--- src/rtl/fpm_pkg.sv ---
package fpm_pkg;

    localparam int EXP_W  = 10;
    localparam int FRAC_W = 21;
    localparam int WORD_W = 1 + EXP_W + FRAC_W;

    typedef enum logic [1:0] {
        S_IDLE = 2'd0,
        S_MUL  = 2'd1,
        S_PACK = 2'd2
    } fpm_state_t;

endpackage

--- src/rtl/fpm_shift_add.sv ---
module fpm_shift_add #(
    parameter int W = 21
) (
    input  logic         clk,
    input  logic         rst_n,
    input  logic         load,
    input  logic [W-1:0] mcand,
    input  logic [W-1:0] mplier,
    output logic [W:0]   prod_hi,
    output logic         fin
);

    localparam int CW = $clog2(W + 1);

    logic [2*W-1:0] p_q;
    logic [W-1:0]   mcd_q;
    logic [CW-1:0]  cnt_q;
    logic           run_q;
    logic           fin_q;
    logic [W:0]     sum;

    // Add the multiplicand into the upper half when the current multiplier bit is set
    always_comb begin
        sum = {1'b0, p_q[2*W-1:W]} + (p_q[0] ? {1'b0, mcd_q} : '0);
    end

    always_ff @(posedge clk or negedge rst_n) begin
        if (!rst_n) begin
            p_q   <= '0;
            mcd_q <= '0;
            cnt_q <= '0;
            run_q <= 1'b0;
            fin_q <= 1'b0;
        end else begin
            fin_q <= 1'b0;
            if (load) begin
                p_q   <= {{W{1'b0}}, mplier};
                mcd_q <= mcand;
                cnt_q <= '0;
                run_q <= 1'b1;
            end else if (run_q) begin
                p_q <= {sum, p_q[W-1:1]};
                if (cnt_q == CW'(W - 1)) begin
                    run_q <= 1'b0;
                    fin_q <= 1'b1;
                end else begin
                    cnt_q <= cnt_q + 1'b1;
                end
            end
        end
    end

    assign prod_hi = p_q[2*W-1:W-1];
    assign fin     = fin_q;

    AST_MUL_FIN_PULSE: assert property (@(posedge clk) disable iff (!rst_n)
        fin_q |=> !fin_q);
    AST_MUL_FIN_IDLE: assert property (@(posedge clk) disable iff (!rst_n)
        fin_q |-> !run_q);

endmodule

--- src/rtl/fpm_pack.sv ---
module fpm_pack #(
    parameter int EXP_W  = 10,
    parameter int FRAC_W = 21
) (
    input  logic                      sgn_a,
    input  logic                      sgn_b,
    input  logic [EXP_W-1:0]          ex_a,
    input  logic [EXP_W-1:0]          ex_b,
    input  logic [FRAC_W:0]           prod_hi,
    input  logic                      any_zero,
    output logic [EXP_W+FRAC_W:0]     word,
    output logic                      ovf,
    output logic                      unf
);

    localparam int BIAS = 1 << (EXP_W - 1);
    localparam int XW   = EXP_W + 2;
    localparam int EMAX = BIAS - 1;
    localparam int EMIN = -BIAS;

    logic                    lead;
    logic [FRAC_W-1:0]       frac;
    logic signed [XW-1:0]    e_true;
    logic [EXP_W-1:0]        exp_fld;
    logic                    hi;
    logic                    lo;

    always_comb begin
        lead    = prod_hi[FRAC_W];
        frac    = lead ? prod_hi[FRAC_W:1] : prod_hi[FRAC_W-1:0];
        e_true  = signed'(XW'(ex_a) + XW'(ex_b) - XW'(2 * BIAS) - XW'(!lead));
        exp_fld = EXP_W'(e_true + XW'(BIAS));
        hi      = int'(e_true) > EMAX;
        lo      = int'(e_true) < EMIN;
        if (any_zero) begin
            word = '0;
            ovf  = 1'b0;
            unf  = 1'b0;
        end else if (hi || lo) begin
            word = '0;
            ovf  = hi;
            unf  = lo;
        end else begin
            word = {sgn_a ^ sgn_b, exp_fld, frac};
            ovf  = 1'b0;
            unf  = 1'b0;
        end
    end

endmodule

--- src/rtl/frac_float_mul.sv ---
module frac_float_mul
    import fpm_pkg::*;
#(
    parameter int EW = fpm_pkg::EXP_W,
    parameter int FW = fpm_pkg::FRAC_W
) (
    input  logic               clk,
    input  logic               rst_n,
    input  logic               start,
    input  logic [EW+FW:0]     op_a,
    input  logic [EW+FW:0]     op_b,
    output logic               done,
    output logic [EW+FW:0]     product,
    output logic               ovf,
    output logic               unf
);

    localparam int WW = 1 + EW + FW;

    fpm_state_t    state_q;
    fpm_state_t    state_d;
    logic [WW-1:0] a_q;
    logic [WW-1:0] b_q;
    logic          done_q;
    logic [WW-1:0] word_q;
    logic          ovf_q;
    logic          unf_q;

    logic          load;
    logic          mul_fin;
    logic [FW:0]   prod_hi;
    logic          any_zero;
    logic [WW-1:0] pk_word;
    logic          pk_ovf;
    logic          pk_unf;

    assign load     = (state_q == S_IDLE) && start;
    assign any_zero = (a_q[FW-1:0] == '0) || (b_q[FW-1:0] == '0);

    fpm_shift_add #(.W(FW)) u_mul (
        .clk     (clk),
        .rst_n   (rst_n),
        .load    (load),
        .mcand   (op_a[FW-1:0]),
        .mplier  (op_b[FW-1:0]),
        .prod_hi (prod_hi),
        .fin     (mul_fin)
    );

    fpm_pack #(.EXP_W(EW), .FRAC_W(FW)) u_pack (
        .sgn_a    (a_q[WW-1]),
        .sgn_b    (b_q[WW-1]),
        .ex_a     (a_q[WW-2:FW]),
        .ex_b     (b_q[WW-2:FW]),
        .prod_hi  (prod_hi),
        .any_zero (any_zero),
        .word     (pk_word),
        .ovf      (pk_ovf),
        .unf      (pk_unf)
    );

    // Next-state logic: accept, mul_finish, publish
    always_comb begin
        state_d = state_q;
        unique case (state_q)
            S_IDLE:  if (start)   state_d = S_MUL;
            S_MUL:   if (mul_fin) state_d = S_PACK;
            S_PACK:               state_d = S_IDLE;
            default:              state_d = S_IDLE;
        endcase
    end

    // State register
    always_ff @(posedge clk or negedge rst_n) begin
        if (!rst_n) begin
            state_q <= S_IDLE;
        end else begin
            state_q <= state_d;
        end
    end

    // Operand capture and registered outputs
    always_ff @(posedge clk or negedge rst_n) begin
        if (!rst_n) begin
            a_q    <= '0;
            b_q    <= '0;
            done_q <= 1'b0;
            word_q <= '0;
            ovf_q  <= 1'b0;
            unf_q  <= 1'b0;
        end else begin
            done_q <= 1'b0;
            if (load) begin
                a_q <= op_a;
                b_q <= op_b;
            end
            if (state_q == S_PACK) begin
                done_q <= 1'b1;
                word_q <= pk_word;
                ovf_q  <= pk_ovf;
                unf_q  <= pk_unf;
            end
        end
    end

    assign done    = done_q;
    assign product = word_q;
    assign ovf     = ovf_q;
    assign unf     = unf_q;

    AST_DONE_PULSE: assert property (@(posedge clk) disable iff (!rst_n)
        done_q |=> !done_q);
    AST_OUT_HOLD: assert property (@(posedge clk) disable iff (!rst_n)
        !$stable(word_q) |-> done_q);
    AST_FLAG_EXCL: assert property (@(posedge clk) disable iff (!rst_n)
        !(ovf_q && unf_q));
    AST_FLAG_ZERO_WORD: assert property (@(posedge clk) disable iff (!rst_n)
        (ovf_q || unf_q) |-> (word_q == '0));
    AST_NORM_LEAD: assert property (@(posedge clk) disable iff (!rst_n)
        (done_q && word_q != '0) |-> word_q[FW-1]);
    AST_HOLD_OPS: assert property (@(posedge clk) disable iff (!rst_n)
        (state_q != S_IDLE) |=> ($stable(a_q) && $stable(b_q)));

endmodule

--- config.mk ---
export PLATFORM = sky130hd
export DESIGN_NAME = frac_float_mul
export DESIGN_NICKNAME = d
export VERILOG_FILES = /design/src/rtl/fpm_pkg.sv /design/src/rtl/fpm_shift_add.sv /design/src/rtl/fpm_pack.sv /design/src/rtl/frac_float_mul.sv
export SDC_FILE = /design/constraint.sdc
export NUM_CORES = 1
export LEC_CHECK = 0
export ABC_AREA = 1
export BUFFER_PORTS_ARGS = -buffer_cell sky130_fd_sc_hd__buf_2
export CAP_MARGIN = 20
export CORE_MARGIN = 8
export CORE_UTILIZATION = 60
export DETAILED_ROUTE_END_ITERATION = 10
export PLACE_DENSITY = 0.88
export SYNTH_ARGS = -nofsm -noshare
export SYNTH_HDL_FRONTEND = slang
export SYNTH_SLANG_ARGS = --single-unit
--- constraint.sdc ---
create_clock -name clk -period 3.9 [get_ports clk]
set_input_delay 0.195 -clock clk [delete_from_list [all_inputs] [get_ports clk]]
set_output_delay 0.195 -clock clk [all_outputs]
set_load 0.01 [all_outputs]
==> results of run 1 <==
## stage by stage
step	instances	utilization	hold slack [ps]	total power [uW]	area, sq um
3_3_place_gp	1433	0.641	310	1650	9670
5_1_grt	1514	0.710	5.06	3280	10700
4_1_cts	1514	0.709	0.603	3190	10700
6_report	1514	0.710	7.73	3180	10700
3_5_place_dp	1433	0.641	315	1650	9670
2_1_floorplan	1180	-	-101	1590	9170
## power groups by stage
stage          clock (uW)  sequential, uW  combinational (uW)
5_1_grt              1610            1560                 118
3_3_place_gp            0            1580                68.6
2_1_floorplan           0            1590             0.00277
6_report             1520            1560                 107
3_5_place_dp            0            1580                69.0
4_1_cts              1530            1560                 106
## state kept, by name (all words and copies together) (netlist names)
name and flops:
u_mul.fin 1, done 1, a_q 32, product 32, u_mul.cnt_q 5, state_q 2
u_mul.run_q 1, ovf 1, u_mul.p_q 42, unf 1, b_q 32
## critical path: stages, from the launching register on
cell and delay (ps):
sky130_fd_sc_hd__dfrtp_1 380, sky130_fd_sc_hd__ha_1 250, sky130_fd_sc_hd__fa_1 390, sky130_fd_sc_hd__nand2_1 110
sky130_fd_sc_hd__inv_1 40, sky130_fd_sc_hd__nor2_1 210, sky130_fd_sc_hd__inv_1 80, sky130_fd_sc_hd__ha_1 290
sky130_fd_sc_hd__nand2_1 70, sky130_fd_sc_hd__nor2_1 40, sky130_fd_sc_hd__a211oi_1 230, sky130_fd_sc_hd__nor2_1 100
sky130_fd_sc_hd__nand3_1 100, sky130_fd_sc_hd__nand2_1 100, sky130_fd_sc_hd__nand2_1 80, sky130_fd_sc_hd__nand2_1 80
sky130_fd_sc_hd__nand2_1 90, sky130_fd_sc_hd__nand2_1 50, sky130_fd_sc_hd__nand2_1 80, sky130_fd_sc_hd__nand2_2 90
sky130_fd_sc_hd__nand2_8 260, sky130_fd_sc_hd__nand3_1 130, sky130_fd_sc_hd__nand2_1 80
## routing by layer
metal | wire length [um] | share of wire | up-vias
li1 | - | - | 4036
met1 | 9900 | 0.44 | 3761
met2 | 10300 | 0.46 | 289
met3 | 1560 | 0.070 | 50
met4 | 554 | 0.025 | 0
met5 | 0 | 0 | -
## Yosys cell counts (2+ instances only)
| cell type | count |
|---|---|
| sky130_fd_sc_hd__buf_12 | 6 |
| sky130_fd_sc_hd__a31oi_1 | 3 |
| sky130_fd_sc_hd__nor2_2 | 4 |
| sky130_fd_sc_hd__ha_1 | 43 |
| sky130_fd_sc_hd__inv_2 | 5 |
| sky130_fd_sc_hd__xor2_1 | 5 |
| sky130_fd_sc_hd__nand2_4 | 6 |
| sky130_fd_sc_hd__nand3_4 | 2 |
| sky130_fd_sc_hd__clkbuf_1 | 29 |
| sky130_fd_sc_hd__nand2_2 | 52 |
| sky130_fd_sc_hd__fa_1 | 3 |
| sky130_fd_sc_hd__nand2_1 | 337 |
| sky130_fd_sc_hd__clkinv_1 | 2 |
| sky130_fd_sc_hd__dfrtp_1 | 150 |
| sky130_fd_sc_hd__o21ai_0 | 69 |
| sky130_fd_sc_hd__a21o_1 | 4 |
| sky130_fd_sc_hd__dlygate4sd3_1 | 5 |
| sky130_fd_sc_hd__nand3_2 | 38 |
| sky130_fd_sc_hd__xnor2_1 | 3 |
| sky130_fd_sc_hd__nor2_4 | 3 |
| sky130_fd_sc_hd__a211oi_1 | 21 |
| sky130_fd_sc_hd__nand3_1 | 34 |
| sky130_fd_sc_hd__o22ai_1 | 8 |
| sky130_fd_sc_hd__nand4_1 | 8 |
| sky130_fd_sc_hd__nor3_1 | 5 |
| sky130_fd_sc_hd__a21oi_1 | 62 |
| sky130_fd_sc_hd__nor4_1 | 7 |
| sky130_fd_sc_hd__a21boi_0 | 3 |
| sky130_fd_sc_hd__o21bai_1 | 7 |
| sky130_fd_sc_hd__nor2_1 | 88 |
| sky130_fd_sc_hd__inv_1 | 155 |
## layout make-up
type / instances / share of cell area
clock buffers: 22 / 0.0443
inverters: 162 / 0.0568
repair buffers: 156 / 0.0977
multi-input cells: 826 / 0.422
clock inverters: 10 / 0.00677
well taps: 188 / 0.0220
flip-flops and latches: 150 / 0.350
## cells by family after synthesis
kind of cell | count (synthesis) | share of synthesized area
buffers and inverters | 204 | 0.0986
XOR/XNOR | 8 | 0.00764
flip-flops | 150 | 0.409
AND/OR/NAND/NOR | 588 | 0.305
AO/OA/AOI/OAI | 184 | 0.115
adder cells (fa/ha/maj) | 46 | 0.0652
## path summary, 6_finish.rpt
check / from / endpoint / cells after the start
max: a_q[21]$_DFFE_PN0P_ / product[0]$_DFFE_PN0P_ / 22
max in group asynchronous: rst_n / u_mul.cnt_q[4]$_DFFE_PN0P_ / 3
min reg2reg: u_mul.fin$_DFF_PN0_ / state_q[0]$_DFFE_PN0P_ / 1
min: op_a[21] / a_q[21]$_DFFE_PN0P_ / 3
min in group asynchronous: rst_n / b_q[27]$_DFFE_PN0P_ / 2
max reg2reg: a_q[21]$_DFFE_PN0P_ / product[0]$_DFFE_PN0P_ / 22
## what timing repair did
| item | 4_1_cts | 5_1_grt |
|---|---|---|
| resized for setup | 0 | 1 |
| endpoints found under the hold margin | 134 | 0 |
| hold buffers | 49 | 0 |
| endpoints found under the setup margin | 0 | 1 |
==> impl.org, run 1 <==
** GRT
- Largest net degree at the start of global routing :: 89
- Met2 usage in global routing :: 0.380
- Total global routing overflow :: 0
- Met3 Usage GRT :: 0.0510
- Across every metal layer, demand over resource in global routing totals 0.237.
- For met1 alone, demand over resource in global routing was 0.309.
- Busiest grt layer :: met2
- Vias in the first global route :: 7985
- Number of antenna violations at the first check in global routing :: 0
- Global-route wire length before repair :: approximately 38000 um

** Detailed routing
- Summed over all layers, the routed wires come to 22300 um.
- Dividing the detail-routed wire length by the instance count gives approximately 15 um.
- Dividing the detail-routed via count by the number of cells gives 5.37.
- For this block, the via count after detailed routing is between 8000 and 9000.
- The count of nets left with antenna violations once routing finished came out at 0.
- After detailed routing, the number of remaining DRC violations is 0.
- Initial DRC count :: 707
- Number of search-and-repair iterations in the first detailed-routing pass :: 5

** Pwr
- Share of total power consumed by net switching :: 0.221
- Static leakage :: 0.00599 uW
- VDD sags by at most between 0.2 and 0.3 mV.
- Fraction of power consumed by combinational cells :: 0.034
- Dividing total power by cell area gives a power density of between 200 and 300 nW/um^2.
- The share of total power dissipated in sequential elements is 0.489.
- The internal portion of the total power is 2480 uW.
- Proportion of power drawn by the clock network :: 0.477
- Switching pwr :: roughly 700 uW

** Timing
- Achievable clock frequency :: ~0.29 GHz
- Relative max-transition margin :: 0.387
- Slew Limit Fails :: 0
- Pin slew with the least headroom to its limit :: around 910 ps
- RSZ-0062 raised after global routing :: false
- Once routing completed, OpenROAD measured the worst setup slack at 499 ps.
- Final Setup Violations :: 0
- The routed design could run at a clock period as short as 3400 ps.
- Setup TNS after final layout :: 0 ps
- For the final database, setup skew stands at 7.55 ps.
- Count of final hold-check violations :: 0
- Final critical-path share of the clock period :: 0.872

** Yosys
- Post-Synthesis Net Count :: around 1300
- Summed over all instances, the cell type with the most area after synthesis is sky130_fd_sc_hd__dfrtp_1.
- For this run, the leading register cell type out of synthesis is sky130_fd_sc_hd__dfrtp_1.
- In this run, synthesis produced a sequential element count of 150.
- Post-synthesis instance area :: between 9000 and 10000 sq um
- A synthesized cell averages approximately 8 sq um.
- Synthesis produced 1180 cells.
- Synth area leaders :: sky130_fd_sc_hd__dfrtp_1 41%, sky130_fd_sc_hd__nand2_1 14%, sky130_fd_sc_hd__inv_1 6.3%, sky130_fd_sc_hd__ha_1 5.9%, sky130_fd_sc_hd__nand3_2 4.1%
- Unique masters post-synth :: 44
- For this run, the register share of the synthesized area comes to 0.409.
- Yosys top cell area share :: 0.409
- Counting flops with a built-in enable in the synthesized netlist gives 0.
- Share of async-settable or async-resettable flops after synthesis :: 1.00
- For this run, the number of Yosys warnings is 0.

** Clock tree
- Clock tree from TritonCTS :: built
- In this run the number of H-tree levels came out at 4.
- Clock buffer count from CTS :: 17
- Clock latency on the worst-skew pair, taken at its later pin, is around 430 ps.
- Max clock buf depth :: 2
- Clock root buffer :: sky130_fd_sc_hd__clkbuf_16
- Clock net sink count :: 150
- After clock tree synthesis, the setup repair step added 0 buffers.
- Clock edge transition at the registers on the reported setup and hold paths :: around 60 ps

** Die
- Number of rows created at floorplan :: 45
- The floorplan step set the die height to ~140 um.
- Placeable core area :: approximately 15000 sq um
- Full die area :: around 19000 sq um
- For this design the top-level I/O count stands at 102.
- Effective utilization at floorplan :: 0.608
- The floorplan step set the die width to 140 um.

** Setup path
- Critical Path RT :: around 4300 ps
- Reg-to-reg setup timing slack :: 500 ps
- Critical Setup Path Class :: flop to flop
- STA classifies the critical path startpoint as a flop.
- Crit path capture type :: flop
- Data arrival time at the worst-slack endpoint :: around 3800 ps
- In this run the worst path has a maximum fanout of 32.

** Worst hold path
- The tightest min-delay check is of the input pin to flop type.

** Placement
- The congestion estimate from routability-driven global placement came to around 0.89.
- OpenSTA, run right after detailed placement, puts the worst setup slack at around 400 ps.
- Once detailed placement completed, the half-perimeter wirelength came to approximately 15000 um.
- IO buf count :: around 100

** Layout
- Relative to the synthesized area, the layout overhead comes to 16.8%.
- The library cell used most frequently in the layout, excluding fill and tap cells, is sky130_fd_sc_hd__nand2_1.
- Most frequent cells in the layout :: 336 x sky130_fd_sc_hd__nand2_1, 155 x sky130_fd_sc_hd__inv_1, 150 x sky130_fd_sc_hd__dfrtp_1, 100 x sky130_fd_sc_hd__buf_2, 88 x sky130_fd_sc_hd__nor2_1
- Fill cell count :: ~1200
- Registers take 3750 sq um.
- Footprint of the multi-input gates :: about 4500 sq um
- Layout cell share with drive strength beyond 1 :: 0.191
- 0 antenna diodes ended up in the layout.
- Final nets :: between 1000 and 1500

** Flow run
- Reported max-cap violation count :: 0

** Run status
- The flow ran to the end, and the final reports show no timing, DRC or antenna violations.
No activity file was read; power rests on OpenSTA's default activity.
==> inputs of run 2 (changes only) <==
--- a/config.mk
+++ b/config.mk
@@ -8,7 +8,6 @@
 export ABC_AREA = 1
 export BUFFER_PORTS_ARGS = -buffer_cell sky130_fd_sc_hd__buf_2
 export CAP_MARGIN = 20
-export CORE_MARGIN = 8
 export CORE_UTILIZATION = 60
 export DETAILED_ROUTE_END_ITERATION = 10
 export PLACE_DENSITY = 0.88
==> impl.org, run 2 (synthesis gave the netlist of run 1 again) <==
** Timing
- Pin slew with the least headroom to its limit :: roughly 930 ps
- In the final timing run, aggregate negative setup slack is 0 ps.
- Dividing the final minimum period by the clock period gives 0.896.
- Final worst slack :: between 400 and 500 ps
- Timing would allow up to about 0.29 GHz.
- Final Skew :: between 10 and 15 ps
- The count of pins over their slew limit is 0.
- Relative max-transition margin :: 0.378
- RSZ-0062 raised after global routing :: false
- Min cycle time layout :: roughly 3500 ps
- Setup violations remaining at the end of the flow were counted as 0.
- Count of final hold-check violations :: 1
- Across all hold checks on the routed design, the worst slack comes to -0.573 ps.

** Pwr
- Part of the power in registers :: 0.451
- For this design the total switching power over the nets is approximately 720 uW.
- Proportion of power drawn by the clock network :: 0.518
- The analysis attributes to cell leakage a power of between 0.006 and 0.007 uW.
- Dividing total power by cell area gives a power density of ~320 nW/um^2.
- Of the total power, the share spent switching nets is 0.210.
- Maximum vdd drop :: roughly 0.31 mV
- Of the total power, combinational logic draws 0.031.
- Cell internal power was estimated by the tool at ~2700 uW.

** Layout
- The repair_antennas step left the layout with diodes totalling 0.
- Counting the fill cells in the layout gives ~1100.
- With fillers left out, the area of the finished cells amounts to around 11000 sq um.
- Leaving out fill and tap cells, the most frequent cell in the layout is sky130_fd_sc_hd__nand2_1.
- Combined flip-flop and latch cell area :: between 3000 and 4000 sq um
- End-of-flow core utilization :: 0.734
- The area growth from synthesis to layout is 17.6%.
- In the layout the commonest cells are 336 x sky130_fd_sc_hd__nand2_1, 155 x sky130_fd_sc_hd__inv_1, 150 x sky130_fd_sc_hd__dfrtp_1, 100 x sky130_fd_sc_hd__buf_2, 88 x sky130_fd_sc_hd__nor2_1.
- Final nets :: 1425
- Largest reg by FF count :: u_mul.p_q
- Layout cell share with drive strength beyond 1 :: 0.192
- The register with the most flip-flops in the layout has 42 of them.
- Footprint of the multi-input gates :: about 4500 sq um

** Detailed routing
- Routed Antenna Nets :: 0
- Total number of vias :: just over 8000
- Initial DRC count :: 596
- After detailed routing, the number of vias per cell comes to 5.36.
- Overall routed net length :: 21900 um
- Average routed wire per standard cell :: 14.5 um
- Number of search-and-repair iterations in the first detailed-routing pass :: 8
- DRC Markers :: 7

** Placement
- IO buf count :: between 100 and 150
- Final GP Congestion :: about 0.9
- Before CTS, the worst setup slack after placement is between 300 and 400 ps.
- Summing all placed instances gives a cell area of ~9700 sq um.
- Final HPWL DP :: 14400 um

** Clock tree
- TritonCTS created 17 clock buffers.
- TritonCTS built the clock tree.
- The clock net in this run drives a total of 150 sinks.
- Max clock buf depth :: 2
- Resized Gates After CTS :: 0
- Clock latency on the worst-skew pair, taken at its later pin, is about 430 ps.
- Clock edge transition at the registers on the reported setup and hold paths :: 60 ps
- The H-tree was split into 4 levels.
- The number of setup buffers added after CTS is 0.
- In this run the clock root is driven by a sky130_fd_sc_hd__clkbuf_16.

** Setup path
- Crit path capture type :: flop
- Critical path depth in cells :: 22
- Critical Path RT :: 4270 ps
- Cell occurring most often along the worst timing path :: sky130_fd_sc_hd__nand2_1
- On the worst path, the slowest cell contributes a delay of 390 ps.
- The critical path contains buffers and inverters numbering 2 combined.
- Launch instance of the worst register-to-register path :: a_q[21]$_DFFE_PN0P_
- The slowest stage of the critical path is the sky130_fd_sc_hd__fa_1 cell.
- Origin of the worst setup path :: a_q[21]$_DFFE_PN0P_
- Worst R2R Path Depth :: 22
- The critical path is of the flop to flop type.
- The critical path goes through ha_1, fa_1, nand2_1, inv_1, nor2_1, inv_1, ha_1, nand2_1, nor2_1, a211oi_1, nor2_1, nand3_1, nand2_1, nand2_1, nand2_1, nand2_1, nand2_1, nand2_2, nand2_2, nand2_4, nand3_1, nand2_1.
- Data arrival time at the worst-slack endpoint :: 3860 ps
- Top cell family by delay on the critical path :: simple AND/OR/NAND/NOR gates
- Maximum net fanout on the critical path :: 32
- Startpoint Class :: flop

** Die
- The initial utilization of the core area, before any placement, comes to 0.624.
- In this run the vertical extent of the chip is 126 um.
- Die extent in x :: 126 um
- Full die area :: 15800 sq um
- The core region is approximately 15000 sq um.
- Number of rows created at floorplan :: 44
- In this run the count of I/O pins placed on the die edge is between 100 and 150.

** GRT
- The first global-routing pass estimated approximately 37000 um of wire.
- Largest net degree at the start of global routing :: between 90 and 100
- Total global routing overflow :: 0
- Across every metal layer, demand over resource in global routing totals 0.292.
- Number of antenna violations at the first check in global routing :: 0
- The number of global-route vias before repair came to 7847.

** Worst hold path
- Cells on Worst Hold Path :: 3
- Launch instance of the worst min-delay path :: op_b[25]
- The min-delay analysis places its worst path in the category input pin to flop.

** Run status
- The checks that failed: DRC, hold timing.
- The run finished, with violations left.

** Flow run
- Reported max-cap violation count :: 0
[run 2: changes by cell type in the layout (fill, tap and decap cells not counted), sizes merged]
cell	previous run	this run
dlygate4sd3	49	48
clkinvlp	3	0
bufinv	0	4
clkbuf	22	19
clkinv	6	5
inv	163	166
[run 2: cell type report]
class                   instances  share of cell area
clock inverters                13              0.0176
well taps                     184              0.0213
clock buffers                  19              0.0420
inverters                     162              0.0564
flip-flops and latches        150               0.348
multi-input cells             826               0.419
repair buffers                155              0.0962
[run 2: metrics by stage]
step | std cells | power, uW
final | 1509 | 3450
after global routing | 1509 | 3530
after CTS | 1509 | 3460
after detailed placement | 1429 | 1650
after global placement | 1429 | 1650
after floorplan | 1180 | 1590
[run 2: path summary, 6_finish.rpt]
path | to | slack (ps)
setup / recovery | product[0]$_DFFE_PN0P_ | 410
hold reg to reg | product[0]$_DFFE_PN0P_ | 480
max in group asynchronous | product[13]$_DFFE_PN0P_ | 2530
setup reg to reg | product[0]$_DFFE_PN0P_ | 410
min in group asynchronous | a_q[30]$_DFFE_PN0P_ | 410
hold / removal | b_q[25]$_DFFE_PN0P_ | -0.6
[run 2: power groups by stage]
stage	sequential [uW]	combinational, uW	clock, uW
after floorplan	1590	0.00277	0
after global placement	1580	65.9	0
after detailed placement	1580	66.8	0
after CTS	1560	104	1800
after global routing	1560	118	1860
final	1560	107	1790
[run 2: what timing repair did]
item	CTS	global route
endpoints found under the setup margin	0	0
hold buffers	48	0
endpoints found under the hold margin	137	0
[run 2: routing by layer]
layer	global-route usage	vias to the layer above	share of wire
met1	0.387	3775	0.45
met4	0.106	0	0.023
met2	0.478	246	0.47
li1	-	4028	-
met3	0.0578	40	0.054
met5	0	-	0
[run 2: tightest hold or removal path, cell delays in order]
cell	delay (ps)
sky130_fd_sc_hd__buf_2	90
sky130_fd_sc_hd__nand2_1	50
sky130_fd_sc_hd__nand2_1	60
